[config.mk]
export PLATFORM = sky130hd
export DESIGN_NAME = keying_ramp
export DESIGN_NICKNAME = d
export VERILOG_FILES = /design/src/rtl/keyramp_pkg.sv /design/src/rtl/kr_rate_timer.sv /design/src/rtl/kr_scale_counter.sv /design/src/rtl/kr_scaler.sv /design/src/rtl/keying_ramp.sv
export SDC_FILE = /design/constraint.sdc
export NUM_CORES = 1
export LEC_CHECK = 0
export BUFFER_PORTS_ARGS = -buffer_cell sky130_fd_sc_hd__buf_2
export CAP_MARGIN = 30
export CORE_UTILIZATION = 30
export CTS_CLUSTER_SIZE = 8
export DETAILED_ROUTE_END_ITERATION = 8
export PLACE_DENSITY = 0.42
export SLEW_MARGIN = 20
export SYNTH_ARGS = -nofsm -noshare
export SYNTH_HDL_FRONTEND = slang
export SYNTH_SLANG_ARGS = --single-unit
[constraint.sdc]
create_clock -name clk -period 14.8 [get_ports clk]
set_clock_uncertainty 0.2 [all_clocks]
set_input_delay 2.22 -clock clk [delete_from_list [all_inputs] [get_ports clk]]
set_output_delay 2.22 -clock clk [all_outputs]
set_load 0.01 [all_outputs]
[src/rtl/keyramp_pkg.sv]
package keyramp_pkg;
   typedef enum logic {
      RAMP_DOWN = 1'b0,
      RAMP_UP   = 1'b1
   } ramp_dir_e;
endpackage

[src/rtl/kr_rate_timer.sv]
module kr_rate_timer #(
   parameter int RATE_W = 8
) (
   input  logic              clk,
   input  logic              rst,
   input  logic              active,
   input  logic              upd,
   input  logic              reload_on_upd,
   input  logic [RATE_W-1:0] rate,
   output logic              tick
);
   localparam logic [RATE_W-1:0] ONE = RATE_W'(1);

   logic [RATE_W-1:0] cnt;
   logic [RATE_W-1:0] reload_val;

   assign reload_val = (rate == '0) ? ONE : rate;
   assign tick       = active && (cnt == ONE);

   always_ff @(posedge clk) begin
      if (rst)                        cnt <= ONE;
      else if (!active)               cnt <= ONE;
      else if (tick)                  cnt <= reload_val;
      else if (upd && reload_on_upd)  cnt <= reload_val;
      else                            cnt <= cnt - ONE;
   end

   // strobe without reload permission leaves the countdown alone
   assert_upd_ignored_R5: assert property (@(posedge clk) disable iff (rst)
      (active && upd && !reload_on_upd && cnt != ONE) |=> (cnt == $past(cnt) - ONE));

   // strobe with reload permission restarts the interval
   assert_upd_reload_R5: assert property (@(posedge clk) disable iff (rst)
      (active && upd && reload_on_upd) |=> (cnt == $past(reload_val)));

   // the count never reaches zero
   assert_never_zero_R4: assert property (@(posedge clk) disable iff (rst)
      cnt != '0);
endmodule

[src/rtl/kr_scale_counter.sv]
module kr_scale_counter
   import keyramp_pkg::*;
#(
   parameter int SCALE_W = 14
) (
   input  logic               clk,
   input  logic               rst,
   input  logic               tick,
   input  ramp_dir_e          dir,
   input  logic [SCALE_W-1:0] full,
   output logic [SCALE_W-1:0] scale,
   output logic               at_limit
);
   localparam logic [SCALE_W-1:0] UNIT = SCALE_W'(1);

   logic [SCALE_W-1:0] target;

   assign target   = (dir == RAMP_UP) ? full : '0;
   assign at_limit = (scale == target);

   always_ff @(posedge clk) begin
      if (rst) begin
         scale <= '0;
      end else if (tick) begin
         if (scale < target)      scale <= scale + UNIT;
         else if (scale > target) scale <= scale - UNIT;
      end
   end

   assert_unit_step_R3: assert property (@(posedge clk) disable iff (rst)
      tick |=> (scale == $past(scale) || scale == $past(scale) + UNIT
                || scale == $past(scale) - UNIT));

   assert_hold_between_R4: assert property (@(posedge clk) disable iff (rst)
      !tick |=> $stable(scale));

   assert_floor_R6: assert property (@(posedge clk) disable iff (rst)
      (tick && dir == RAMP_DOWN && scale == '0) |=> (scale == '0));

   assert_ceiling_R6: assert property (@(posedge clk) disable iff (rst)
      (tick && dir == RAMP_UP && scale == full) |=> (scale == $past(full)));
endmodule

[src/rtl/kr_scaler.sv]
module kr_scaler #(
   parameter int SAMPLE_W       = 10,
   parameter int SCALE_W        = 14,
   parameter bit SIGNED_SAMPLES = 1'b1
) (
   input  logic [SAMPLE_W-1:0] sample_in,
   input  logic [SCALE_W-1:0]  scale,
   output logic [SAMPLE_W-1:0] sample_out
);
   localparam int PW = SAMPLE_W + SCALE_W + 1;

   generate
      if (SIGNED_SAMPLES) begin : g_signed
         logic signed [PW-1:0] prod;
         logic signed [PW-1:0] bias;
         logic signed [PW-1:0] biased;

         assign prod   = PW'($signed(sample_in)) * $signed(PW'({1'b0, scale}));
         assign bias   = prod[PW-1] ? {{(PW-SCALE_W){1'b0}}, {SCALE_W{1'b1}}} : '0;
         assign biased = prod + bias;
         assign sample_out = SAMPLE_W'(biased >>> SCALE_W);

         // truncation toward zero never grows the magnitude or flips the sign
         always_comb begin
            if (!$signed(sample_in)[SAMPLE_W-1]) begin
               assert_shrink_pos_R7: assert (!sample_out[SAMPLE_W-1] &&
                  ($signed(sample_out) <= $signed(sample_in)));
            end else begin
               assert_shrink_neg_R7: assert (($signed(sample_out) <= 0) &&
                  ($signed(sample_out) >= $signed(sample_in)));
            end
         end
      end else begin : g_unsigned
         logic [PW-2:0] uprod;
         assign uprod      = (PW-1)'(sample_in) * (PW-1)'(scale);
         assign sample_out = SAMPLE_W'(uprod >> SCALE_W);
      end
   endgenerate
endmodule

[src/rtl/keying_ramp.sv]
module keying_ramp
   import keyramp_pkg::*;
#(
   parameter int SAMPLE_W       = 10,
   parameter int SCALE_W        = 14,
   parameter int RATE_W         = 8,
   parameter bit SIGNED_SAMPLES = 1'b1
) (
   input  logic                clk,
   input  logic                rst,
   input  logic                mult_en,
   input  logic                auto_mode,
   input  logic                upd_reload_en,
   input  logic                key_in,
   input  logic                upd_strobe,
   input  logic [RATE_W-1:0]   ramp_rate,
   input  logic [SCALE_W-1:0]  manual_scale,
   input  logic [SCALE_W-1:0]  full_scale,
   input  logic [SAMPLE_W-1:0] sample_in,
   output logic [SAMPLE_W-1:0] sample_out,
   output logic [SCALE_W-1:0]  ramp_scale,
   output logic                at_limit
);
   generate
      if (SAMPLE_W < 2 || SAMPLE_W > 32) begin : g_bad_sample_w
         $error("keying_ramp: SAMPLE_W out of range");
      end
      if (SCALE_W < 2 || SCALE_W > 24) begin : g_bad_scale_w
         $error("keying_ramp: SCALE_W out of range");
      end
      if (RATE_W < 1 || RATE_W > 32) begin : g_bad_rate_w
         $error("keying_ramp: RATE_W out of range");
      end
   endgenerate

   logic               active;
   logic               tick;
   logic [SCALE_W-1:0] eff_scale;
   logic [SAMPLE_W-1:0] scaled;
   ramp_dir_e          dir;

   assign active    = mult_en && auto_mode;
   assign dir       = key_in ? RAMP_UP : RAMP_DOWN;
   assign eff_scale = auto_mode ? ramp_scale : manual_scale;

   kr_rate_timer #(.RATE_W(RATE_W)) u_timer (
      .clk           (clk),
      .rst           (rst),
      .active        (active),
      .upd           (upd_strobe),
      .reload_on_upd (upd_reload_en),
      .rate          (ramp_rate),
      .tick          (tick)
   );

   kr_scale_counter #(.SCALE_W(SCALE_W)) u_counter (
      .clk      (clk),
      .rst      (rst),
      .tick     (tick),
      .dir      (dir),
      .full     (full_scale),
      .scale    (ramp_scale),
      .at_limit (at_limit)
   );

   kr_scaler #(
      .SAMPLE_W       (SAMPLE_W),
      .SCALE_W        (SCALE_W),
      .SIGNED_SAMPLES (SIGNED_SAMPLES)
   ) u_scaler (
      .sample_in  (sample_in),
      .scale      (eff_scale),
      .sample_out (scaled)
   );

   assign sample_out = mult_en ? scaled : sample_in;

   // the ramp counter is frozen whenever shaping is not active
   assert_frozen_inactive_R2: assert property (@(posedge clk) disable iff (rst)
      !active |=> $stable(ramp_scale));

   // reset leaves the counter at zero
   assert_reset_zero_R9: assert property (@(posedge clk)
      rst |=> (ramp_scale == '0));
endmodule

==> results of run 1 <==
synthesized netlist by cell type, types with 3 or more instances:
cell / n
inv_1: 141
clkbuf_1: 14
o21bai_1: 3
nand3b_1: 3
xor2_1: 12
ha_1: 105
buf_2: 9
nand3_1: 19
a21oi_1: 33
o211ai_1: 5
nor2_1: 67
nor3_1: 15
nor2b_1: 6
mux2_2: 14
nand2b_1: 10
o41ai_1: 4
nand2_1: 116
nand4b_1: 3
nor4_1: 9
or4_1: 5
a21o_1: 10
xnor2_1: 21
or3_1: 3
o21ai_1: 3
dfxtp_1: 22
nand4_1: 9
or2_2: 7
and2_1: 58
a211oi_1: 10
o21a_1: 7
a31oi_1: 7
o21ai_0: 15
mux2i_1: 13
o31ai_1: 4
fa_1: 96
per-stage QoR:
stage / std cells / cell area, um^2 / setup WS, ns / hold WS [ns] / util, %
3_3_place_gp: 1298 / 8210 / 2.55 / 0.324 / 33.6
6_report: 1303 / 8310 / 2.36 / 0.331 / 34.0
3_5_place_dp: 1298 / 8210 / 2.40 / 0.322 / 33.6
2_1_floorplan: 923 / 7540 / 2.92 / 0.288 / -
5_1_grt: 1303 / 8310 / 1.77 / 0.357 / 34.0
4_1_cts: 1302 / 8300 / 2.38 / 0.330 / 33.9
per-layer routing:
layer / vias to the layer above / share of wire, % / routed length, um / global-route usage [%]
li1: 3172 / - / - / -
met1: 3211 / 48 / 10100 / 23.5
met2: 62 / 48 / 10100 / 29.6
met3: 20 / 1.9 / 395 / 1.55
met4: 0 / 1.6 / 331 / 2.94
met5: - / 0 / 0 / 0
area by class of cell:
| cell class | instances | area (um^2) |
|---|---|---|
| fill | 2637 | 16100 |
| inverter | 141 | 529 |
| multi-input combinational | 732 | 6440 |
| timing repair buffer | 80 | 412 |
| tap | 324 | 405 |
| sequential | 22 | 440 |
| clock buffer | 4 | 88.8 |
power by group through the flow:
stage               Clock, mW  Combinational [mW]  Sequential [mW]
global route           0.0714                1.01           0.0641
detailed placement          0               0.884           0.0651
finish                 0.0667               0.883           0.0637
CTS                    0.0676               0.893           0.0638
floorplan                   0               0.695           0.0647
global placement            0               0.898           0.0651
sequential cells by signal, indices dropped and copies added, names as in the netlist:
| name | flops |
|---|---|
| u_counter.scale | 14 |
| u_timer.cnt | 8 |
logic make-up (layout without fill, tap and decap cells):
logic type      count (synthesis)  in the layout  synth area share [%]
compound gates                128            128                  12.1
mux                            27             27                  3.82
xor+xnor                       33             33                  3.83
buf+inv                       169            225                  8.76
simple gates                  343            343                  22.8
flops                          22             22                  5.84
fa+ha+maj                     201            201                  42.9
final timing paths:
path	startpoint	endpoint	slack, ns	cells past startpoint
max	auto_mode	sample_out[8]	2.36	28
min	u_timer.cnt[2]	u_timer.cnt[2]	0.33	2
max reg2reg	u_counter.scale[1]	u_counter.scale[13]	10.72	18
min reg2reg	u_timer.cnt[2]	u_timer.cnt[2]	0.33	2
critical path, stage by stage:
cell      delay [ns]
buf_2           0.35
mux2_2          0.49
and2_1          0.21
fa_1            0.49
fa_1            0.52
fa_1            0.53
fa_1            0.55
inv_1           0.05
fa_1            0.52
inv_1           0.04
ha_1            0.37
a21oi_2         0.23
o21ai_0         0.11
a211oi_1        0.48
nand2_1         0.20
nor3b_4         0.30
nor2_1          0.17
ha_1            0.27
nor3_1          0.14
nand3b_1        0.09
a21oi_1         0.12
o21ai_0         0.11
o41ai_1         0.28
a32oi_1         0.18
o221ai_2        0.43
nor4_1          0.12
o221ai_1        0.25
buf_2           0.19
==> results.toml, run 1 <==
[worst_setup_path]
cp_max_fo = 17
critPathArrivalTime_ns = 10.02
required_ns = 12.38
start_kind = "primary input"
cp-end-kind = "output pin"
critical_path_class = "primary input to output pin"

[power]
total_power_mw = 1.01
powerDensity_nw_per_um2 = 122
pwr-share-seq_pct = 6.3
peakVddDrop_mv = 0.0870
comb_power_share_pct = 87.1
clkPwrFrac_pct = 6.6
internal_power_uw = 441
switching_share_pct = 56.4
p_sw_uw = 572
leakage_nw = 4.18

[cells_and_area]
layout_common_cells = "141 x inv_1, 116 x nand2_1, 105 x ha_1"
syn2layout_area_growth_pct = 10.3
final_common_cell = "inv_1"
nets = 1234
layout-drive-gt1-share_pct = 12.5
num_antenna_cells = 0

[route]
vias_per_cell = 4.96
route.detailed.drc = 0
drt-initial-drc-count = 198
vias = 6465
firstDrtPassIters = 4
wirelength_mm = 20.9
wl_per_cell_um = 16.1
ant_nets = 0

[synthesis]
synthFlopType = "dfxtp_1"
synth-edff-count = 0
synthCells = 923
synth_top_area_share_pct = 25.5
synth.area.top_cells = "fa_1 25%, ha_1 17%, inv_1 7.0%, dfxtp_1 5.8%, nand2_1 5.8%"
avgSynthCellArea_um2 = 8.17
post_synth_num_cell_types = 69
synth_warnings = 0
yosysSeqAreaShare_pct = 5.84
synth_area_um2 = 7540
synthArstFlopShare_pct = 0
synth_largest_area_cell = "fa_1"
ys_ff_latch = 22
synth_fp_nets = 1177

[global_routing]
grtUsageTotal_pct = 17.2
grt_pass1_wl_mm = 35.5
first_global_vias = 6728
grt_overflow = 0
antenna_found_initial = 0
grt_start_max_net_pins = 18

[clocking]
clk_pin_slew_ns = 0.06
clk_path_buf_depth = 2
cts_tree = "built"
postCtsHoldBufs = 0
post_cts_resized = 0
root_buffer = "clkbuf_16"
cts_buffers = 3
clkLatencyLatePin_ns = 0.27
cts_setup_buffers = 0
h-tree-depth = 1
cts.sinks = 22

[timing]
slew_viol_final = 0
worst_pin_slew_ns = 0.944
layout_min_cycle_time_ns = 12.44
period_share_pct = 84.1
rsz0062_at_grt = "no"
fmax_mhz = 80.4
hold_viol = 0
setup_violations = 0
fin_setup_tns_ns = 0
slew_headroom_pct = 36.5

[floorplanning]
die_w_um = 161
fp-row-count = 57
dieHeight_um = 161
start_util_pct = 30.8
coreArea_um2 = 24500
io_pins = 78
die_area_um2 = 25800

[placed_design]
io_buffers = 77
gp_congestion = 0.761
hpwl_mm = 17.1

[flow_run]
cap_viol_max_count = 0

[run_status]
status = "completed"

[hold_path]
holdCritPathClass = "flip-flop to flip-flop"
(Power assumes the default switching activity.)
==> run 2, diff against run 1 <==
clock period = 12.9 ns   (was 14.8 ns; I/O delays follow)
==> results.toml, run 2 (synthesized netlist as in run 1, its figures left out) <==
[cells_and_area]
post-route-util_pct = 34.0
final_common_cell = "inv_1"
largest_reg_flops = 14
num_antenna_cells = 0
top_regs = "u_counter.scale (14), u_timer.cnt (8)"
syn2layout_area_growth_pct = 10.3
top_register = "u_counter.scale"
nets = 1234
layout_common_cells = "141 x inv_1, 116 x nand2_1, 105 x ha_1"
layout-drive-gt1-share_pct = 12.5
layoutNonFillerInstCount = 1303

[global_routing]
grt_overflow = 0
antenna_found_initial = 1
grt_start_max_net_pins = 18
grt_pass1_wl_mm = 35.6
first_global_vias = 6749
grtUsageTotal_pct = 17.2

[floorplanning]
fp-row-count = 57
start_util_pct = 30.8
dieHeight_um = 161
die_area_um2 = 25800
coreArea_um2 = 24500
io_pins = 78
die_w_um = 161

[flow_run]
cap_viol_max_count = 0

[route]
ant_nets = 0
wirelength_mm = 20.9
route.detailed.drc = 0
wl_per_cell_um = 16.1
drt-initial-drc-count = 177
vias = 6384
firstDrtPassIters = 4
vias_per_cell = 4.90

[worst_setup_path]
cp_max_fo = 17
r2r_start = "u_counter.scale[1]"
worstReg2RegEnd = "u_counter.scale[13]"
crit_slowest_cell = "fa_1"
crit_end = "sample_out[2]"
crit_path_frequent_cell = "fa_1"
critPathArrivalTime_ns = 9.67
reg2reg_slack_ns = 8.82
cp-end-kind = "output pin"
crit_start = "auto_mode"
start_kind = "primary input"
cpPeakStageDelay_ns = 0.55
r2r_cells = 18
required_ns = 10.76
critical_path_class = "primary input to output pin"

[placed_design]
gp_congestion = 0.760
hpwl_mm = 17.3
io_buffers = 77
dp.cells = 1298

[hold_path]
holdCritPathClass = "flip-flop to flip-flop"

[clocking]
clk_pin_slew_ns = 0.06
clkLatencyLatePin_ns = 0.27
cts.sinks = 22
post_cts_resized = 0
root_buffer = "clkbuf_16"
cts_tree = "built"
cts_buffers = 3
cts_setup_buffers = 0
h-tree-depth = 1
clk_path_buf_depth = 2
postCtsHoldBufs = 0

[timing]
whs_ns = 0.328
hold_viol = 0
setup_violations = 0
rsz0062_at_grt = "no"
fmax_mhz = 84.7
fin_setup_tns_ns = 0
slew_viol_final = 0
slew_headroom_pct = 45.1
worst_pin_slew_ns = 0.817
layout_min_cycle_time_ns = 11.81
period_share_pct = 91.5

[run_status]
status = "completed"

[power]
total_power_mw = 1.16
peakVddDrop_mv = 0.0708
powerDensity_nw_per_um2 = 139
leakage_nw = 4.18
## run 2: cell counts in the layout (fill, tap and decap cells not counted)
Identical to the previous run, type by type.
## run 2: layout make-up
cell class	instances	area, um^2
inverters	141	529
repair buffers	80	412
multi-input cells	732	6440
well taps	324	405
clock buffers	4	88.8
fillers	2626	16100
flip-flops and latches	22	440
## run 2: worst min path at each step
stage	slack (ns)	to	cells after the start	startpoint
after floorplan	0.29	u_timer.cnt[2]	2	u_timer.cnt[2]
final	0.33	u_timer.cnt[2]	2	u_timer.cnt[2]
after detailed placement	0.32	u_timer.cnt[2]	2	u_timer.cnt[2]
after global routing	0.36	u_timer.cnt[2]	2	u_timer.cnt[2]
after global placement	0.32	u_timer.cnt[2]	2	u_timer.cnt[2]
after CTS	0.33	u_timer.cnt[2]	2	u_timer.cnt[2]
## run 2: critical path: cells and delay by family
kind | cells | cell delay, ns
adder cells (fa/ha/maj) | 7 | 3.25
AO/OA/AOI/OAI | 9 | 2.12
AND/OR/NAND/NOR | 7 | 1.24
buffers and inverters | 4 | 0.60
multiplexers | 1 | 0.50
## run 2: report_power, final
group	leakage (nW)	switching, mW	total (mW)	internal [mW]
sequential	0.178	0.00305	0.0730	0.0700
clock	0.0442	0.0279	0.0754	0.0475
combinational	3.96	0.620	1.01	0.389
total	4.18	0.651	1.16	0.507
## run 2: metal layers
| layer | GRT usage [%] | routed length [um] | share of wire [%] |
|---|---|---|---|
| met3 | 1.47 | 281 | 1.3 |
| met4 | 1.65 | 121 | 0.58 |
| met1 | 23.6 | 10300 | 49 |
| met5 | 0 | 0 | 0 |
| met2 | 30.3 | 10200 | 49 |
## run 2: metrics by stage
| stage | setup slack (ns) | instance area (um^2) |
|---|---|---|
| after floorplan | 1.59 | 7540 |
| after global placement | 1.22 | 8210 |
| after detailed placement | 1.07 | 8210 |
| after CTS | 1.05 | 8300 |
| after global routing | 0.407 | 8310 |
| final | 1.09 | 8310 |
==> run 3, diff against run 2 <==
clock period = 11.8 ns   (was 12.9 ns; I/O delays follow)
==> results.toml, run 3 (synthesized netlist as in run 1, its figures left out) <==
[route]
wl_per_cell_um = 16.2
firstDrtPassIters = 4
vias = 6372
drt-initial-drc-count = 179
ant_nets = 0
wirelength_mm = 21.2
vias_per_cell = 4.88
route.detailed.drc = 0

[cells_and_area]
final_common_cell = "inv_1"
top_register = "u_counter.scale"
nets = 1237
syn2layout_area_growth_pct = 11.0
num_antenna_cells = 0
layout_common_cells = "141 x inv_1, 116 x nand2_1, 105 x ha_1"
nFillCells = 2646
top_regs = "u_counter.scale (14), u_timer.cnt (8)"
postLayoutCellArea_um2 = 8360
layout-drive-gt1-share_pct = 12.8
largest_reg_flops = 14
post-route-util_pct = 34.2

[global_routing]
antenna_found_initial = 0
grtUsageTotal_pct = 17.3
grt_overflow = 0
first_global_vias = 6681
grt_start_max_net_pins = 17
grt_pass1_wl_mm = 35.7

[floorplanning]
io_pins = 78
fp-row-count = 57
start_util_pct = 30.8
die_w_um = 161
die_area_um2 = 25800
dieHeight_um = 161
coreArea_um2 = 24500

[worst_setup_path]
required_ns = 9.83
crit_slowest_cell = "fa_1"
cp_max_fo = 15
cp-end-kind = "output pin"
crit_path_frequent_cell = "fa_1"
critPathArrivalTime_ns = 9.27
cpPeakStageDelay_ns = 0.54
start_kind = "primary input"
critical_path_class = "primary input to output pin"

[timing]
fmax_mhz = 88.9
setup_violations = 0
slew_viol_final = 0
slew_headroom_pct = 32.3
period_share_pct = 95.3
whs_ns = 0.327
hold_viol = 0
layout_min_cycle_time_ns = 11.24
worst_pin_slew_ns = 1.01

[clocking]
cts_tree = "built"
clk_pin_slew_ns = 0.07
clkLatencyLatePin_ns = 0.27
cts_setup_buffers = 0
root_buffer = "clkbuf_16"
cts.sinks = 22
cts_buffers = 3
post_cts_resized = 0
postCtsHoldBufs = 0
clk_path_buf_depth = 2
h-tree-depth = 1

[power]
clkPwrFrac_pct = 7.5
leakage_nw = 4.21
p_sw_uw = 726
switching_share_pct = 55.8
powerDensity_nw_per_um2 = 156
internal_power_uw = 575
pwr-share-seq_pct = 6.1
comb_power_share_pct = 86.3
peakVddDrop_mv = 0.0788

[hold_path]
holdCritPathClass = "flip-flop to flip-flop"

[run_status]
status = "completed"

[placed_design]
io_buffers = 77
hpwl_mm = 17.7
gp_congestion = 0.768
place_area_um2 = 8240

[flow_run]
cap_viol_max_count = 0
## run 3: worst paths after layout
path | start | end | slack (ns) | cells after the start
setup reg to reg | u_counter.scale[1] | u_counter.scale[13] | 7.71 | 18
setup / recovery | auto_mode | sample_out[8] | 0.56 | 30
hold / removal | u_timer.cnt[2] | u_timer.cnt[2] | 0.33 | 2
hold reg to reg | u_timer.cnt[2] | u_timer.cnt[2] | 0.33 | 2
## run 3: power groups by stage
stage               clock network [mW]  registers, mW  logic (mW)
floorplan                            0         0.0811       0.872
global placement                     0         0.0817        1.13
detailed placement                   0         0.0816        1.12
CTS                              0.101         0.0799        1.13
global route                     0.104         0.0803        1.30
finish                          0.0978         0.0798        1.12
## run 3: metal layers
| layer | track usage [%] | vias up | routed length [um] |
|---|---|---|---|
| met1 | 23.8 | 3124 | 10300 |
| met5 | 0 | - | 0 |
| li1 | - | 3175 | - |
| met3 | 1.39 | 8 | 436 |
| met4 | 1.99 | 0 | 153 |
| met2 | 30.3 | 65 | 10400 |
## run 3: cell type report
cell class                      instances  area (um^2)  share of cell area, %
Sequential cell                        22          440                   5.27
Clock inverter                          1         30.0                  0.359
Inverter                              141          529                   6.33
Tap cell                              324          405                   4.85
Timing Repair Buffer                   83          433                   5.18
Multi-Input combinational cell        732         6450                   77.1
Clock buffer                            3         75.1                  0.898
## run 3: stage by stage
step                        TNS, ns  setup WS [ns]  cells  total power [mW]
after floorplan                   0          0.820    923             0.953
after global placement            0          0.481   1302              1.21
after detailed placement          0          0.406   1302              1.20
after CTS                         0          0.386   1306              1.31
after global routing      -0.000662      -0.000662   1306              1.48
final                             0          0.556   1306              1.30
## run 3: worst max-delay path: cells and delay by family
kind                       cells  cell delay, ns
buffers and inverters          6            0.64
adders and majority gates      7            3.22
muxes                          1            0.46
and+or+nand+nor                7            1.20
AOI/OAI and AO/OA              9            1.97
